--- src/rtl/skew_slot_pkg.sv ---
package skew_slot_pkg;

   localparam int unsigned MIN_SLOTS = 2;

   // Limit a requested slot count to the legal range [MIN_SLOTS, lim].
   function automatic int unsigned clamp_depth(input int unsigned req,
                                               input int unsigned lim);
      if (req < MIN_SLOTS) return MIN_SLOTS;
      if (req > lim)       return lim;
      return req;
   endfunction

endpackage

--- src/rtl/slot_ring_ptr.sv ---
module slot_ring_ptr #(
   parameter int unsigned IDX_W = 3,
   parameter int unsigned DEP_W = 4,
   parameter int unsigned START = 0
) (
   input  logic             clk,
   input  logic             rst,
   input  logic [DEP_W-1:0] depth,
   output logic [IDX_W-1:0] idx
);

   logic last_slot;

   assign last_slot = (DEP_W'(idx) == depth - DEP_W'(1));

   always_ff @(posedge clk) begin
      if (rst)            idx <= IDX_W'(START);
      else if (last_slot) idx <= '0;
      else                idx <= idx + IDX_W'(1);
   end

endmodule

--- src/rtl/slot_bank.sv ---
module slot_bank #(
   parameter int unsigned DATA_W    = 16,
   parameter int unsigned SLOTS     = 8,
   parameter int unsigned IDX_W     = 3,
   parameter bit          ONEHOT_RD = 1'b1
) (
   input  logic              clk,
   input  logic              rst,
   input  logic [IDX_W-1:0]  wr_idx,
   input  logic              wr_valid,
   input  logic [DATA_W-1:0] wr_data,
   input  logic [IDX_W-1:0]  rd_idx,
   output logic              rd_valid,
   output logic [DATA_W-1:0] rd_data
);

   logic              slot_v [SLOTS];
   logic [DATA_W-1:0] slot_d [SLOTS];

   for (genvar s = 0; s < SLOTS; s++) begin : g_slot
      logic hit;
      assign hit = (wr_idx == IDX_W'(s));

      always_ff @(posedge clk) begin
         if (rst)      slot_v[s] <= 1'b0;
         else if (hit) slot_v[s] <= wr_valid;
      end

      always_ff @(posedge clk) begin
         if (!rst && hit) slot_d[s] <= wr_data;
      end
   end

   if (ONEHOT_RD) begin : g_rd_andor
      always_comb begin
         rd_valid = 1'b0;
         rd_data  = '0;
         for (int s = 0; s < SLOTS; s++) begin
            if (rd_idx == IDX_W'(s)) begin
               rd_valid = rd_valid | slot_v[s];
               rd_data  = rd_data  | slot_d[s];
            end
         end
      end
   end else begin : g_rd_index
      assign rd_valid = slot_v[rd_idx];
      assign rd_data  = slot_d[rd_idx];
   end

endmodule

--- src/rtl/skew_slot_fifo.sv ---
module skew_slot_fifo #(
   parameter int unsigned DATA_W    = 16,
   parameter int unsigned MAX_DEPTH = 8,
   parameter bit          ONEHOT_RD = 1'b1,
   parameter int unsigned DEP_W     = $clog2(MAX_DEPTH + 1)
) (
   input  logic              clk,
   input  logic              rst,
   input  logic [DEP_W-1:0]  cfg_depth,
   input  logic              wr_valid,
   input  logic [DATA_W-1:0] wr_data,
   output logic              rd_valid,
   output logic [DATA_W-1:0] rd_data
);

   localparam int unsigned IDX_W = $clog2(MAX_DEPTH);

   if (MAX_DEPTH < skew_slot_pkg::MIN_SLOTS) begin : g_bad_depth
      initial $error("skew_slot_fifo: MAX_DEPTH must be at least 2");
   end
   if (DATA_W < 1) begin : g_bad_width
      initial $error("skew_slot_fifo: DATA_W must be positive");
   end

   logic [DEP_W-1:0]  depth_q;
   logic [IDX_W-1:0]  wr_idx;
   logic [IDX_W-1:0]  rd_idx;
   logic              bank_v;
   logic [DATA_W-1:0] bank_d;

   // Depth is latched only while reset is held, keeping the indices coherent.
   always_ff @(posedge clk) begin
      if (rst) depth_q <= DEP_W'(skew_slot_pkg::clamp_depth(32'(cfg_depth), MAX_DEPTH));
   end

   slot_ring_ptr #(.IDX_W(IDX_W), .DEP_W(DEP_W), .START(0)) u_wr_ptr (
      .clk(clk), .rst(rst), .depth(depth_q), .idx(wr_idx)
   );

   // Read index starts one slot ahead: the offset is D-1 behind the writer.
   slot_ring_ptr #(.IDX_W(IDX_W), .DEP_W(DEP_W), .START(1)) u_rd_ptr (
      .clk(clk), .rst(rst), .depth(depth_q), .idx(rd_idx)
   );

   slot_bank #(
      .DATA_W(DATA_W), .SLOTS(MAX_DEPTH), .IDX_W(IDX_W), .ONEHOT_RD(ONEHOT_RD)
   ) u_bank (
      .clk(clk), .rst(rst),
      .wr_idx(wr_idx), .wr_valid(wr_valid), .wr_data(wr_data),
      .rd_idx(rd_idx), .rd_valid(bank_v), .rd_data(bank_d)
   );

   always_ff @(posedge clk) begin
      if (rst) rd_valid <= 1'b0;
      else     rd_valid <= bank_v;
   end

   always_ff @(posedge clk) begin
      rd_data <= bank_d;
   end

endmodule

--- config.mk ---
export PLATFORM = sky130hd
export DESIGN_NAME = skew_slot_fifo
export DESIGN_NICKNAME = d
export VERILOG_FILES = /design/src/rtl/skew_slot_pkg.sv /design/src/rtl/slot_ring_ptr.sv /design/src/rtl/slot_bank.sv /design/src/rtl/skew_slot_fifo.sv
export SDC_FILE = /design/constraint.sdc
export NUM_CORES = 1
export LEC_CHECK = 0
export BUFFER_PORTS_ARGS = -buffer_cell sky130_fd_sc_hd__buf_2
export CORE_ASPECT_RATIO = 0.6
export CORE_MARGIN = 3
export CORE_UTILIZATION = 59
export DETAILED_ROUTE_END_ITERATION = 12
export PLACE_DENSITY = 0.8
export SYNTH_ARGS = -nofsm -noshare
export SYNTH_HDL_FRONTEND = slang
export SYNTH_SLANG_ARGS = --single-unit
export TNS_END_PERCENT = 1
--- constraint.sdc ---
create_clock -name clk -period 2.5 [get_ports clk]
set_clock_uncertainty 0.1 [all_clocks]
set_input_delay 0 -clock clk [delete_from_list [all_inputs] [get_ports clk]]
set_output_delay 0 -clock clk [all_outputs]
set_load 0.02 [all_outputs]
==> results.sh <==
export IMPL_status="completed"
export IMPL_area_delta_synth_final_pct=19.35
export IMPL_port_buffers=39
export IMPL_cts_hold_buffers_added=23
export IMPL_startpoint_type="flop"
export IMPL_max_slew_worst_pin_slew_ns=1.138
export IMPL_critPathTopFamily="adder cells"
export IMPL_cts_clk_slew_worst_paths_ns=0.06
export IMPL_ctsResizeCount=0
export IMPL_drv_cap=0
export IMPL_layout_common_cells="140 x edfxtp_1, 39 x buf_2, 24 x mux2_2"
export IMPL_maxSlewViolCount=0
export IMPL_period_needed_ns=2.195
export IMPL_cts_inserted_buffers=17
export IMPL_viasPerCell=6.047
export IMPL_hold_class="in -> reg"
export IMPL_nFillCells=590
export IMPL_antenna_cells=0
export IMPL_slowest_delay_ns=0.91
export IMPL_pin_count=40
export IMPL_clock_sinks=163
export IMPL_ys_warn_count=0
export IMPL_crit_path_end_kind="flop"
export IMPL_path_cells="inv_1, ha_1, a22oi_1, a32o_1, a21oi_1"
export IMPL_cts_setup_buffers=0
export IMPL_clk_path_buf_depth=2
export IMPL_yosysTopAreaCellShare=0.6880
export IMPL_rsz0062_at_grt="false"
export IMPL_grt_pass1_vias=3487
export IMPL_clkLatencyLatePin_ns=0.42
export IMPL_layout_drive_gt1_share=0.2551
export IMPL_ys_seq_elements=163
export IMPL_htreeDepth=4
export IMPL_crit_fanout=26
export IMPL_gp_congestion=0.8264
export IMPL_grt_pass1_wl_um=19600
export IMPL_rows=28
export IMPL_netlist_area_um2=6111
export IMPL_p_per_area_nw_per_um2=965.3
export IMPL_die_w_um=137.4
export IMPL_final_common_cell="edfxtp_1"
export IMPL_initial_core_util=0.6120
export IMPL_drt_first_pass_iters=6
export IMPL_cp_data_required_time_ns=2.75
export IMPL_ant_nets=0
export IMPL_wl_per_cell_um=22.06
export IMPL_core_um2=9985
export IMPL_dp_hpwl_um=7381
export IMPL_syn_avg_cell_area_um2=17.36
export IMPL_final_cells=574
export IMPL_vdd_drop_max_mv=0.6513
export IMPL_grt_use_total=0.2355
export IMPL_grt_overflow_total=0
export IMPL_dp_cells=519
export IMPL_path_buf_inv=1
export IMPL_netlist_cell_type_count=31
export IMPL_seq_area_um2=4666
export IMPL_relSlewSlack=0.2413
export IMPL_wirelength_um=12660
export IMPL_setup_tns_ns=0
export IMPL_hold_viol_final=0
export IMPL_synth_nets=388
export IMPL_dr_first_iter_drc_count=474
export IMPL_cts_tree="built"
export IMPL_fmax_mhz=455.5
export IMPL_multi_input_area_um2=1299
export IMPL_synth_top_area_cell="edfxtp_1"
export IMPL_layout_nets=462
export IMPL_seq_area_frac_synth=0.7633
export IMPL_die_area_um2=11650
export IMPL_synth_cells=352
export IMPL_critPathArrivalTime_ns=2.44
export IMPL_cts_root_buf="clkbuf_16"
export IMPL_critPathSlowestCell="ha_1"
export IMPL_route_detailed_drc=0
export IMPL_antenna_found_initial=1
export IMPL_finalCritPeriodShare=0.8781
export IMPL_netlist_top_cells_area="edfxtp_1 69%, dfxtp_1 7.5%, mux2_2 4.4%"
export IMPL_finalSetupViolCount=0
export IMPL_fp_dieH_um=84.83
export IMPL_grt_start_max_net_pins=28
export IMPL_worstSetupPathType="reg -> reg"
export IMPL_num_vias=3471
export IMPL_leakage_nw=2.619
==> path summary, 6_finish.rpt <==
| check | from | slack, ns | cells past startpoint | endpoint |
|---|---|---|---|---|
| setup / recovery | u_rd_ptr.idx[1] | 0.30 | 5 | rd_valid |
| hold / removal | wr_data[1] | 0.29 | 2 | u_bank.slot_d[1][49] |
| setup reg to reg | u_rd_ptr.idx[1] | 0.30 | 5 | rd_valid |
| hold reg to reg | u_bank.slot_d[1][62] | 0.39 | 2 | rd_data[14] |
==> state kept, by name (all words and copies together), names as in the netlist <==
register / flops
u_bank.slot_d: 128
rd_data: 16
u_bank.slot_v: 8
depth_q: 4
u_rd_ptr.idx: 3
u_wr_ptr.idx: 3
rd_valid: 1
==> metrics by stage <==
step | utilization | cell area, um^2 | hold slack (ns) | worst slack, ns | total power [mW]
6_report | 0.7305 | 7293 | 0.2908 | 0.3047 | 7.040
5_1_grt | 0.7305 | 7293 | 0.2815 | 0.1072 | 7.308
4_1_cts | 0.7305 | 7293 | 0.2405 | 0.3208 | 7.078
3_5_place_dp | 0.6494 | 6484 | 0.1421 | 0.2891 | 4.583
3_3_place_gp | 0.6494 | 6484 | 0.1355 | 0.4347 | 4.538
2_1_floorplan | - | 6111 | -0.001131 | 0.5032 | 4.164
==> power breakdown <==
group          internal (mW)  total [mW]  switching [mW]  leakage, nW
combinational          0.477        1.23           0.752        0.851
sequential              3.23        3.33           0.108         1.48
clock                   1.50        2.48           0.982        0.289
total                   5.20        7.04            1.84         2.62
==> routing by layer <==
layer  wire length (um)  track usage  up-vias
met1               5529       0.3389     1708
met4                199      0.08605        2
met5                 10            0        -
met3               1080      0.07168       23
li1                   -            -     1554
met2               5842       0.3456      184
==> synthesized netlist by cell type (all sizes together) <==
library cell / instances
edfxtp: 140
mux2: 26
dfxtp: 23
a221oi: 22
nand2: 19
a222oi: 16
clkbuf: 14
ha: 13
o21ai: 11
inv: 10
nor2: 10
a22oi: 8
buf: 7
a21oi: 5
xnor2: 5
and3: 4
a211oi: 3
nor2b: 3
nor3: 3
and2: 2
or2: 2
xor3: 2
a21o: 1
a31oi: 1
a32o: 1
nor3b: 1
==> worst reg2reg max path, stage by stage (launching register included) <==
cell	delay [ns]
dfxtp_1	0.35
inv_1	0.09
ha_1	0.91
a22oi_1	0.20
a32o_1	0.33
a21oi_1	0.14
==> cell families after synthesis <==
logic type / synth area share
flops: 0.7633
compound gates: 0.08825
simple gates: 0.03358
buf+inv: 0.02416
mux: 0.04914
fa+ha+maj: 0.02662
xor+xnor: 0.01495
==> final cells by class <==
class | count | area share
Clock buffer | 25 | 0.07394
Clock inverter | 7 | 0.005490
Inverter | 10 | 0.005147
Multi-Input combinational cell | 158 | 0.1781
Sequential cell | 163 | 0.6397
Tap cell | 135 | 0.02316
Timing Repair Buffer | 76 | 0.07446
(Power assumes the default switching activity.)
